<file path="src/rtl/stat_pkg.sv">
package stat_pkg;

    localparam int NUM_KINDS = 4;
    localparam int HOLD_W    = 16;

    // channel-relative register offsets
    localparam int OFF_LO  = 4;
    localparam int OFF_HI  = 5;
    localparam int OFF_SEL = 6;

    typedef enum logic [1:0] {
        K_SYM = 2'd0,
        K_TX  = 2'd1,
        K_RX  = 2'd2,
        K_HEC = 2'd3
    } kind_e;

    typedef struct packed {
        logic hec;
        logic rx;
        logic tx;
        logic sym;
    } ev_s;

    function automatic int kind_width(int k);
        case (k)
            int'(K_SYM): return 8;
            int'(K_TX):  return 16;
            int'(K_RX):  return 16;
            default:     return 5;
        endcase
    endfunction

    function automatic logic sel_valid(logic [7:0] v);
        logic [3:0] lo;
        lo = v[3:0];
        return (v[7:4] == 4'd0) && (lo != 4'd0) && ((lo & (lo - 4'd1)) == 4'd0);
    endfunction

endpackage

</file>
<file path="src/rtl/sat_counter.sv">
module sat_counter #(
    parameter int W = 8
) (
    input  logic         clk,
    input  logic         rst,
    input  logic         inc,
    input  logic         clr,
    output logic [W-1:0] count
);
    localparam logic [W-1:0] MAXV = {W{1'b1}};
    localparam logic [W-1:0] ONE  = W'(1);

    always_ff @(posedge clk) begin
        if (rst)
            count <= '0;
        else if (clr)
            count <= inc ? ONE : '0;
        else if (inc && count != MAXV)
            count <= count + ONE;
    end


    sat_hold_chk: assert property (@(posedge clk) disable iff (rst)
        (count == MAXV && !clr) |=> count == MAXV);


    clear_restart_chk: assert property (@(posedge clk) disable iff (rst)
        clr |=> count == (W'($past(inc))));


    no_decrease_chk: assert property (@(posedge clk) disable iff (rst)
        !clr |=> count >= $past(count));

endmodule

</file>
<file path="src/rtl/chan_stats.sv">
module chan_stats
    import stat_pkg::*;
(
    input  logic              clk,
    input  logic              rst,
    input  logic              sym_ev,
    input  logic              tx_ev,
    input  logic              rx_ev,
    input  logic              rx_idle,
    input  logic              rx_hec_bad,
    input  logic              sel_wr,
    input  logic [7:0]        sel_data,
    output logic [HOLD_W-1:0] hold
);
    ev_s                                ev;
    logic                               wr_ok;
    logic [NUM_KINDS-1:0]               clr;
    logic [NUM_KINDS-1:0][HOLD_W-1:0]   ext;
    logic [HOLD_W-1:0]                  pick;

    always_comb begin
        ev.sym = sym_ev;
        ev.tx  = tx_ev;
        ev.rx  = rx_ev & ~rx_idle & ~rx_hec_bad;
        ev.hec = rx_ev & rx_hec_bad;
    end

    assign wr_ok = sel_wr && sel_valid(sel_data);
    assign clr   = wr_ok ? sel_data[NUM_KINDS-1:0] : '0;

    generate
        for (genvar k = 0; k < NUM_KINDS; k++) begin : g_kind
            localparam int W = kind_width(k);
            logic [W-1:0] c;
            sat_counter #(.W(W)) u_cnt (
                .clk   (clk),
                .rst   (rst),
                .inc   (ev[k]),
                .clr   (clr[k]),
                .count (c)
            );
            assign ext[k] = HOLD_W'(c);
        end
    endgenerate

    always_comb begin
        pick = '0;
        for (int k = 0; k < NUM_KINDS; k++)
            if (sel_data[k]) pick = ext[k];
    end

    always_ff @(posedge clk) begin
        if (rst)
            hold <= '0;
        else if (wr_ok)
            hold <= pick;
    end


    hold_stable_chk: assert property (@(posedge clk) disable iff (rst)
        !(sel_wr && sel_valid(sel_data)) |=> $stable(hold));


    narrow_zero_chk: assert property (@(posedge clk) disable iff (rst)
        (wr_ok && (sel_data[int'(K_HEC)] || sel_data[int'(K_SYM)])) |=> hold[15:8] == 8'd0);

endmodule

</file>
<file path="src/rtl/stat_addr_map.sv">
module stat_addr_map
    import stat_pkg::*;
#(
    parameter int NUM_CH      = 3,
    parameter int ADDR_W      = 8,
    parameter int STRIDE_LOG2 = 4
) (
    input  logic                          wr,
    input  logic [ADDR_W-1:0]             addr,
    input  logic [NUM_CH-1:0][HOLD_W-1:0] hold,
    output logic [NUM_CH-1:0]             sel_wr,
    output logic [7:0]                    rdata
);
    localparam int CH_W = ADDR_W - STRIDE_LOG2;

    logic [CH_W-1:0]        ch_f;
    logic [STRIDE_LOG2-1:0] off_f;

    assign ch_f  = addr[ADDR_W-1:STRIDE_LOG2];
    assign off_f = addr[STRIDE_LOG2-1:0];

    always_comb begin
        sel_wr = '0;
        rdata  = '0;
        for (int c = 0; c < NUM_CH; c++) begin
            if (int'(ch_f) == c) begin
                sel_wr[c] = wr && (int'(off_f) == OFF_SEL);
                if (int'(off_f) == OFF_LO) rdata = hold[c][7:0];
                if (int'(off_f) == OFF_HI) rdata = hold[c][15:8];
            end
        end
    end


    always_comb begin
        one_select_chk: assert ($countones(sel_wr) <= 1);
    end

endmodule

</file>
<file path="src/rtl/stat_bank_top.sv">
module stat_bank_top
    import stat_pkg::*;
#(
    parameter int NUM_CH      = 3,
    parameter int ADDR_W      = 8,
    parameter int STRIDE_LOG2 = 4
) (
    input  logic              clk,
    input  logic              rst,
    input  logic [NUM_CH-1:0] sym_err_pulse,
    input  logic [NUM_CH-1:0] tx_cell_pulse,
    input  logic [NUM_CH-1:0] rx_cell_pulse,
    input  logic [NUM_CH-1:0] rx_idle,
    input  logic [NUM_CH-1:0] rx_hec_bad,
    input  logic              reg_wr,
    input  logic [ADDR_W-1:0] reg_addr,
    input  logic [7:0]        reg_wdata,
    output logic [7:0]        reg_rdata
);
    logic [NUM_CH-1:0][HOLD_W-1:0] hold;
    logic [NUM_CH-1:0]             sel_wr;

    stat_addr_map #(
        .NUM_CH      (NUM_CH),
        .ADDR_W      (ADDR_W),
        .STRIDE_LOG2 (STRIDE_LOG2)
    ) u_map (
        .wr     (reg_wr),
        .addr   (reg_addr),
        .hold   (hold),
        .sel_wr (sel_wr),
        .rdata  (reg_rdata)
    );

    generate
        for (genvar c = 0; c < NUM_CH; c++) begin : g_ch
            chan_stats u_ch (
                .clk        (clk),
                .rst        (rst),
                .sym_ev     (sym_err_pulse[c]),
                .tx_ev      (tx_cell_pulse[c]),
                .rx_ev      (rx_cell_pulse[c]),
                .rx_idle    (rx_idle[c]),
                .rx_hec_bad (rx_hec_bad[c]),
                .sel_wr     (sel_wr[c]),
                .sel_data   (reg_wdata),
                .hold       (hold[c])
            );
        end
    endgenerate

endmodule

</file>
<file path="config.mk">
export PLATFORM = sky130hd
export DESIGN_NAME = stat_bank_top
export DESIGN_NICKNAME = d
export VERILOG_FILES = /design/src/rtl/stat_pkg.sv /design/src/rtl/sat_counter.sv /design/src/rtl/chan_stats.sv /design/src/rtl/stat_addr_map.sv /design/src/rtl/stat_bank_top.sv
export SDC_FILE = /design/constraint.sdc
export NUM_CORES = 1
export LEC_CHECK = 0
export BUFFER_PORTS_ARGS = -buffer_cell sky130_fd_sc_hd__buf_2
export CAP_MARGIN = 25
export CORE_MARGIN = 4
export CORE_UTILIZATION = 40
export DETAILED_ROUTE_END_ITERATION = 6
export PLACE_DENSITY = 0.58
export REMOVE_ABC_BUFFERS = 1
export SLEW_MARGIN = 20
export SYNTH_ARGS = -nofsm -noshare
export SYNTH_HDL_FRONTEND = slang
export SYNTH_SLANG_ARGS = --single-unit
export TNS_END_PERCENT = 20
</file>
<file path="constraint.sdc">
create_clock -name clk -period 6.2 [get_ports clk]
set_clock_uncertainty 0.15 [all_clocks]
set_input_delay 0.62 -clock clk [delete_from_list [all_inputs] [get_ports clk]]
set_output_delay 0.62 -clock clk [all_outputs]
set_load 0.03 [all_outputs]
</file>
==> Yosys cells after proc, flatten, opt, wreduce, memory -nomap -nowiden <==
Cells that the tools add are included.
{ "word_totals": {"elab_cells": 158, "inputBits": 34, "n_memories": 0, "mem_bits_rw": 0, "latchBits": 0, "reg_bits": 183, "output_inout_bits": 8, "mem_bits_ro": 0} }
{ "op_classes": {"addsub": 13, "n_reduce_logical": 34, "n_mul": 0, "n_eq_ne": 17, "muxes": 63, "n_lt_le_gt_ge": 0, "bitwise": 16, "n_shift": 0, "div": 0} }
{ "ops": {"columns": ["cell", "count"], "rows": [
  ["two-way mux 16 bit", 21],
  ["two-way mux 8 bit", 18],
  ["adder 16 x 1 -> 16 bit, second input constant", 6],
  ["!= test 16 bit, second input constant", 6],
  ["two-way mux 5 bit", 6],
  ["adder 8 x 1 -> 8 bit, second input constant", 3],
  ["!= test 8 bit, second input constant", 3],
  ["nonzero test 2 bit", 12],
  ["logical AND 1 bit", 18],
  ["adder 5 x 1 -> 5 bit, second input constant", 3],
  ["two-way mux 1 bit", 15],
  ["!= test 5 bit, second input constant", 3],
  ["equality test 4 bit, second input constant", 3],
  ["zero test 4 bit", 3],
  ["two-way mux 4 bit", 3],
  ["AND 1 bit", 9],
  ["inverter 1 bit", 6],
  ["AND 4 bit", 1],
  ["equality test 4 x 2 -> 1 bit, second input constant", 1],
  ["equality test 4 x 3 -> 1 bit, second input constant", 1],
  ["nonzero test 4 bit", 1],
  ["subtractor 4 x 1 -> 4 bit, second input constant", 1]
]} }

==> Longest topological paths before layout <==
Gate-level depths: netlist (run 1).
{ "logic_depth": {"word_depth": 10, "mapped_depth": 9, "depth_no_buf": 7} }

==> By module <==
From an unflattened synthesis (run 1), not the netlist that was laid out.
{ "unflattened": {"cells_unflattened": 1254, "area_unflattened_um2": 10775.3} }
{ "modules_own_cells": {"columns": ["mod", "seq_area_each_um2", "instances", "area_per_inst_um2", "cells_each"], "rows": [
  ["sat_counter (g_ch[0].u_ch.g_kind[1].u_cnt ...)", 320.3, 6, 840.8, 99],
  ["chan_stats", 320.3, 3, 1049.8, 126],
  ["sat_counter (g_ch[0].u_ch.g_kind[0].u_cnt ...)", 160.2, 3, 444.2, 53],
  ["stat_addr_map", 0.0, 1, 505.5, 50],
  ["sat_counter (g_ch[0].u_ch.g_kind[3].u_cnt ...)", 100.1, 2, 246.5, 24],
  ["sat_counter (g_ch[1].u_ch.g_kind[3].u_cnt)", 100.1, 1, 250.2, 25]
]} }

==> Worst setup path before layout (run 1) <==
OpenSTA, ideal clock, no wires.
{ "synth_path": {"path_kind": "input to output", "startpoint": "in reg_addr[4]", "endpoint": "out reg_rdata[6]", "n_path_buf": 0, "setup_slack_ns": 2.333, "t_arrival_ns": 3.097, "stages": 4, "cell_sequence": "nor4b_1 -> a222oi_1 -> nor2b_1 -> a2111oi_0"} }
{ "synth_via": {"elab_chain_cells": 8} }
{ "synth_rtl": {"columns": ["element", "line_no", "text"], "rows": [
  ["start: declaration", "stat_bank_top.sv:16", "input logic [ADDR_W-1:0] reg_addr,"],
  ["zero test 4 bit", "stat_addr_map.sv:26", "if (int'(ch_f) == c) begin"],
  ["two-way mux 8 bit", "stat_addr_map.sv:26", null],
  ["two-way mux 8 bit", "stat_addr_map.sv:28", "if (int'(off_f) == OFF_LO) rdata = hold[c][7:0];"],
  ["two-way mux 8 bit", "stat_addr_map.sv:29", "if (int'(off_f) == OFF_HI) rdata = hold[c][15:8];"],
  ["two-way mux 8 bit", "stat_addr_map.sv:26", null],
  ["two-way mux 8 bit", "stat_addr_map.sv:28", null],
  ["two-way mux 8 bit", "stat_addr_map.sv:29", null],
  ["two-way mux 8 bit (*)", "stat_addr_map.sv:26", null],
  ["end: declaration", "stat_bank_top.sv:18", "output logic [7:0] reg_rdata"]
]} }
Every way passes the cells marked *; elsewhere a longest branch is shown, timed or not.

==> Worst setup path in the final report (run 1) <==
{ "layout_path": {"startpoint": "in reg_addr[5]", "endpoint": "out reg_rdata[6]"} }
Same word-level chain as after synthesis.

==> results of run 1 <==
report_power, final:
part           leakage (nW)  internal, mW  switching [mW]
logic                  1.65        0.0476           0.103
clock network         0.292         0.679           0.459
registers              1.48          1.19          0.0133
flip-flops by register name (all words and copies together) (netlist names):
| name | cells |
|---|---|
| g_ch.u_ch.hold | 48 |
| g_ch.u_ch.g_kind.u_cnt.count | 135 |
worst paths after layout:
path | from | endpoint | slack (ns)
max | reg_addr[5] | reg_rdata[6] | 2.77
min | rst | g_ch[2].u_ch.g_kind[1].u_cnt.count[0] | 0.27
max reg2reg | g_ch[1].u_ch.g_kind[1].u_cnt.count[0] | g_ch[1].u_ch.g_kind[1].u_cnt.count[1] | 3.66
min reg2reg | g_ch[1].u_ch.hold[13] | g_ch[1].u_ch.hold[13] | 0.32
per-layer routing:
metal	part of all wire [%]	vias up	global-route usage, %
li1	-	4406	-
met1	49	4139	29.7
met2	44	207	30.3
met3	5.8	20	3.81
met4	1.3	0	4.35
met5	0	-	0
area by class of cell:
| class | count | share of cell area, % |
|---|---|---|
| timing repair buffer | 54 | 2.80 |
| multi-input combinational | 937 | 53.4 |
| inverter | 20 | 0.695 |
| tap | 319 | 3.69 |
| clock inverter | 9 | 1.40 |
| clock buffer | 20 | 4.13 |
| sequential | 183 | 33.9 |
worst max-delay path, stage by stage:
cell and delay (ns):
buf_2 0.12, nor3_1 0.30, and2_1 0.63, a222oi_1 0.13, nor2b_1 0.18, a2111oi_0 0.39, buf_2 0.28
cells in the final DEF (no fill, tap or decap), drive strengths merged, types with 41 or more instances in the layout:
cell type,instances
a211oi,44
a21oi,62
buf,54
dfxtp,183
nand2,91
nand3,43
nand4,41
nor2,186
nor3,49
xnor2,58
cell families after synthesis:
logic type      after synthesis  share of synthesized area [%]
xor+xnor                     91                           8.19
mux                          17                           1.77
buf+inv                      86                           3.48
flops                       183                           37.6
fa+ha+maj                    15                           1.93
simple gates                577                           30.3
compound gates              237                           16.7
stage by stage:
stage               hold slack (ns)  cell area, um^2  setup WS (ns)
floorplan                     0.275             9470           1.26
global placement              0.309            10200           2.62
detailed placement            0.311            10200           2.68
CTS                           0.246            10800           2.65
global route                  0.272            10800           2.48
finish                        0.270            10800           2.77
==> flow_results.org, run 1 <==
** Power and ir drop
- Static Leakage :: 3.42 nW
- Power spread over the standard cell area amounts to 230 mW/mm^2.
- Worst-case vdd ir drop :: 160 uV
- Total power of the final layout :: 2.49 mW

** Logic synthesis
- Count of flip-flops with a built-in enable after synthesis :: 0
- Number of distinct library cells after synthesis :: 59
- Post-Syn Area per Cell :: 8.07 um^2
- In the synthesized netlist the async set-or-reset flop fraction comes to 0%.
- The most used flip-flop cell after synthesis is dfxtp_1.
- The biggest area contributor in the post-synthesis netlist is dfxtp_1.
- The share of the Yosys chip area taken by registers is 37.6%.
- Cell count after synthesis :: 1206
- Cell area after synthesis :: 0.00974 mm^2
- In the post-synthesis netlist, the cell with the most instances is nor2_1.
- Synthesis-stage register bit count :: 183
- Total number of yosys warnings :: 0
- Area contributors post-synth :: dfxtp_1 (38%), nor2_1 (7.2%), xnor2_1 (5.2%)
- Ranked by instance count, the synthesized netlist is headed by nor2_1 (186), dfxtp_1 (183), nand2_1 (91).
- After synthesis, the largest area contributor takes up 37.6% of total cell area.

** Floorplan
- The core region is 0.0237 mm^2.
- Starting utilization of the core area :: 41.1%
- The floorplan step defined a die boundary enclosing 0.0269 mm^2.
- Die span in x :: 164 um
- 42 I/O pins were placed.
- Num rows :: 56
- Die Ht :: 164 um

** Final layout
- Sequential cell area in the final layout :: 0.00366 mm^2
- Measured on the finished design, the core utilization comes to 45.6%.
- Compared with the post-synthesis result, the final layout area differs by 11.0%.
- Layout cells sized above 1 :: 7.93%
- The layout has 2445 filler cells.
- After the flow finishes, the layout carries non-filler instances totaling 1542.
- Footprint of the multi-input gates :: 0.00577 mm^2
- At the end of the flow, the number of nets in the layout was 1262.
- Inserted Diodes :: 0

** Global route
- Maximum number of pins on one net before global-route repair :: 67
- Initial antenna violation count :: 0
- The first global-routing pass estimated 43.2 mm of wire.
- For this run the aggregate overflow at the end of global routing stands at 0.
- Via count of the first global-routing pass :: 7971
- For this run, the total global-route usage over all layers was measured as 20.0%.

** STA
- The final hold violation count was 0.
- Least-Margin Pin Slew :: 1.06 ns
- Setup repair after global routing left no endpoint under its margin.
- Of the available clock period, the critical path in the final layout requires 55.3%.
- Final number of max-transition violations :: 0
- Max Fclk :: 0.292 GHz
- Adding up every negative setup slack in the final design gives 0 ns.
- Worst slew margin relative to its limit :: 28.6%
- Final critical-path required period :: 3.43 ns
- Setup violations remaining at the end of the flow were counted as 0.

** Place
- In this run, placement finished with an instance count of 1513.
- Summed over all nets, the half-perimeter wirelength after detailed placement is 19.2 mm.
- Buffers placed on the I/O ports in this run total 41.
- Final weighted congestion in routability-driven placement :: 0.857

** Clocking
- Post-CTS sizing :: 0
- In this run, post-CTS hold repair placed 0 buffers.
- TritonCTS built the clock tree.
- The clock passes through at most 2 buffers.
- Clock latency reported for the late side of the worst-skew pair :: 0.43 ns
- The tree is rooted in a clkbuf_16.
- Buffers inserted during post-CTS setup optimization :: 0
- The number of clock buffers added by TritonCTS is 17.
- The tree built by TritonCTS fans out to 183 sinks.
- The H-tree was split into 4 levels.
- Clock transition at the register clock pins on the worst setup and hold paths after CTS :: 0.07 ns

** Worst setup path
- Along the worst path, the maximum fanout reaches 19.
- The number of cells on the worst reg-to-reg path is 6.
- Category of the most critical setup path :: primary input to output pin
- Kind of capture point of the worst setup path :: output pin
- Data arrives at the worst endpoint at 2.66 ns.
- Startpoint types :: primary input
- Worst Path Required :: 5.43 ns

** Routing
- Aggregate routed wire length :: 26.6 mm
- For this run, the detailed router's first-pass iteration total came to 5.
- Routed length per instance :: 17.3 um
- The detail route stage leaves a number of antenna-violating nets equal to 0.
- In the routed design, unresolved DRC markers number 0.
- Total number of vias :: 8772
- After detailed routing, the number of vias per cell comes to 5.69.
- The detailed router finished its first iteration with 706 violations.

** Status
- The run finished with clean final reports.

** Worst hold path
- Hold depth :: 2
- Worst Hold Class :: primary input to register

** Job
- Across the run, the number of max-cap violations was 0.
Note: power is estimated with default switching activity, not from simulation.
==> run 2: changes to the inputs <==
==> constraint.sdc (replaced) <==
create_clock -name clk -period 3.3 [get_ports clk]
set_clock_uncertainty 0.15 [all_clocks]
set_input_delay 0.33 -clock clk [delete_from_list [all_inputs] [get_ports clk]]
set_output_delay 0.33 -clock clk [all_outputs]
set_load 0.03 [all_outputs]
==> flow_results.org, run 2 (same netlist as run 1, synthesis figures left out) <==
** Status
- Outcome: finished clean (unchanged).

** Worst hold path
- The cell count of the worst hold path was 4 (was 2).
- The type of the tightest min-delay check is primary input to register (unchanged).

** Clocking
- The maximum level of the CTS H-tree came to 4 (unchanged).
- The buffers inserted during post-CTS setup optimization was 0 (unchanged).
- The clock transition at the registers of the reported paths is 0.07 ns (about the same).
- The number of cells upsized or downsized after cts was 0 (unchanged).
- The TritonCTS sink count was 183 (unchanged).
- Clock tree from TritonCTS :: yes (unchanged)
- # hold bufs at CTS :: 0 (unchanged)
- The CTS root buffer is clkbuf_16 (unchanged).
- The clock latency on the worst-skew pair was 0.43 ns (about the same).
- Bufs on Longest Clock Path :: 2 (unchanged)
- The number of CTS-inserted buffers was 17 (unchanged).

** Worst setup path
- Kind of capture point of the worst setup path :: output pin (unchanged)
- The cell family with the largest share of critical-path delay is buffers and inverters (was simple AND/OR/NAND/NOR gates).
- The critical path class was primary input to output pin (unchanged).
- Arr. time, crit path :: 2.25 ns (was 2.66 ns)
- Cells along the critical path: buf_2 -> nor3_1 -> and2_1 -> buf_4 -> a222oi_1 -> a2111oi_0 -> buf_4 -> buf_2 (was buf_2 -> nor3_1 -> and2_1 -> a222oi_1 -> nor2b_1 -> a2111oi_0 -> buf_2).
- Worst Path Required :: 2.82 ns (was 5.43 ns)
- Startpoint types :: primary input (unchanged)
- The count of buffer and inverter cells on the critical path is 4 (was 2).
- Origin of the critical flop-to-flop path :: g_ch[1].u_ch.g_kind[1].u_cnt.count[0] (unchanged)
- Worst setup path end :: reg_rdata[6] (unchanged)
- Critical path depth in cells :: 8 (was 7)
- The startpoint of the most critical setup path was reg_addr[5] (unchanged).
- The cell at the slowest stage of the critical path was a2111oi_0 (was and2_1).
- Register-to-register setup slack :: 0.76 ns (was 3.66 ns)
- Critical Path Max Stage Delay :: 0.47 ns (was 0.63 ns)
- Critical R2R Capture :: g_ch[1].u_ch.g_kind[1].u_cnt.count[1] (unchanged)
- The number of cells traversed by the worst register-to-register path was 6 (unchanged).
- The biggest fanout along the worst timing path came to 15 (was 19).

** Floorplan
- Starting utilization of the core area :: 41.1% (unchanged)
- Standard cell core area :: 0.0237 mm^2 (unchanged)
- Die span in x :: 164 um (unchanged)
- Die Ht :: 164 um (unchanged)
- Top-level I/O count :: 42 (unchanged)
- Die footprint :: 0.0269 mm^2 (unchanged)
- Num rows :: 56 (unchanged)

** Global route
- The global-route wire length before repair was 43.1 mm (was 43.2 mm).
- Initial antenna violation count :: 0 (unchanged)
- The pin count of the biggest net entering global routing was 45 (was 67).
- Total gr overflow :: 0 (unchanged)
- The global-route usage over all layers is 19.9% (was 20.0%).
- The number of global-route vias before repair was 8084 (was 7971).

** STA
- RSZ-0062 raised after global routing: no (unchanged).
- Final hold viol count :: 0 (unchanged)
- Final number of max-transition violations :: 0 (unchanged)
- The slew at the pin closest to its max-slew limit is 0.760 ns (was 1.06 ns).
- For the finished layout, the period the worst path requires is 2.73 ns.
- In the finished design, the share of the clock period the worst path needs comes to 82.8%.
- The post-layout worst setup margin came to 0.566 ns (was 2.77 ns).
- Worst slew margin relative to its limit :: 49.2% (was 28.6%)
- Final setup viols :: 0 (unchanged)
- Max Fclk :: 0.366 GHz

** Routing
- The initial DRC count is 554 (was 706).
- Drc violations :: 0 (unchanged)
- The number of vias in the routed layout came to 8742 (was 8772).
- Aggregate routed wire length :: 26.2 mm (was 26.6 mm)
- Number of detailed-route iterations in the first pass :: 5 (unchanged)
- The average via count per standard cell was 5.59 (was 5.69).
- The mean routed wirelength per cell was 16.8 um (was 17.3 um).
- Routed Antenna Nets :: 0 (unchanged)

** Final layout
- Number of flip-flops in the largest register :: 135 (unchanged)
- End-of-flow core utilization :: 46.1% (was 45.6%)
- The most frequent standard cell in the layout excluding fill and tap cells is nor2_1 (unchanged).
- Most frequent cells in the layout :: nor2_1 (186), dfxtp_1 (183), nand2_1 (91), a21oi_1 (62), xnor2_1 (58) (unchanged)
- The most flop-heavy register was g_ch.u_ch.g_kind.u_cnt.count (unchanged).
- The fraction of layout instances using a drive strength above 1 is 9.57% (was 7.93%).
- Largest registers in the final layout :: g_ch.u_ch.g_kind.u_cnt.count x135, g_ch.u_ch.hold x48 (unchanged)
- The count of antenna diodes in the layout is 0 (unchanged).
- Number of inserted filler cells in the final layout :: 2442 (was 2445)
- Layout overhead on the synthesized area :: 12.1% (was 11.0%)
- Post-layout net count :: 1280 (was 1262)

** Place
- The final RePlAce weighted congestion was 0.865 (was 0.857).
- The detailed placement HPWL is 19.3 mm (was 19.2 mm).
- The pre-CTS setup slack came to 0.477 ns (was 2.68 ns).
- Number of buffers added on ports :: 41 (unchanged)

** Power and ir drop
- The worst-case vdd ir drop was 221 uV (was 160 uV).
- The leakage component of the power came to 3.49 nW (was 3.42 nW).
- Cell area power density :: 417 mW/mm^2 (was 230 mW/mm^2)

** Job
- The reported max-cap violation count came to 0 (unchanged).
## run 2: final cells by class
cell class | instances | area, um^2 | area share [%]
Tap cell | 319 | 399 | 3.66
Sequential cell | 183 | 3660 | 33.6
Clock buffer | 19 | 453 | 4.15
Clock inverter | 13 | 120 | 1.10
Timing Repair Buffer | 72 | 438 | 4.01
Multi-Input combinational cell | 937 | 5760 | 52.8
Inverter | 20 | 75.1 | 0.688
## run 2: worst register-to-register path, cell delays in order, from the launching register on
cell and delay [ns]:
dfxtp_1 0.40, ha_1 0.22, nand4_1 0.21, or4b_2 0.84
o21ai_0 0.35, mux2i_1 0.22, nor2_1 0.05
## run 2: worst min path at each step
stage | start | end
3_5_place_dp | g_ch[1].u_ch.hold[8] | g_ch[1].u_ch.hold[8]
6_report | rx_idle[1] | g_ch[1].u_ch.g_kind[2].u_cnt.count[0]
3_3_place_gp | g_ch[1].u_ch.hold[13] | g_ch[1].u_ch.hold[13]
5_1_grt | tx_cell_pulse[1] | g_ch[1].u_ch.g_kind[1].u_cnt.count[0]
2_1_floorplan | rst | g_ch[0].u_ch.g_kind[2].u_cnt.count[0]
4_1_cts | rx_idle[1] | g_ch[1].u_ch.g_kind[2].u_cnt.count[0]
## run 2: metrics by stage
stage / power [mW] / std cells / instance area [um^2] / setup TNS [ns] / hold slack, ns
finish: 4.54 / 1563 / 10900 / 0 / 0.0437
floorplan: 2.44 / 1140 / 9470 / -28.72 / 0.249
global placement: 2.59 / 1531 / 10300 / 0 / 0.306
CTS: 4.58 / 1563 / 10900 / 0 / 0.0410
global route: 4.72 / 1563 / 10900 / 0 / 0.0567
detailed placement: 2.59 / 1531 / 10300 / 0 / 0.309
## run 2: power breakdown
group | internal [mW] | switching [mW]
registers | 2.23 | 0.0245
logic | 0.0980 | 0.195
clock network | 1.09 | 0.914
total | 3.41 | 1.13
## run 2: metal layers
metal  part of all wire [%]  GRT usage (%)  routed length (um)
met5                      0              0                   0
met4                    2.5           6.86                 667
met3                    3.9           2.74                1020
met2                     43           30.0               11300
met1                     51           29.1               13300
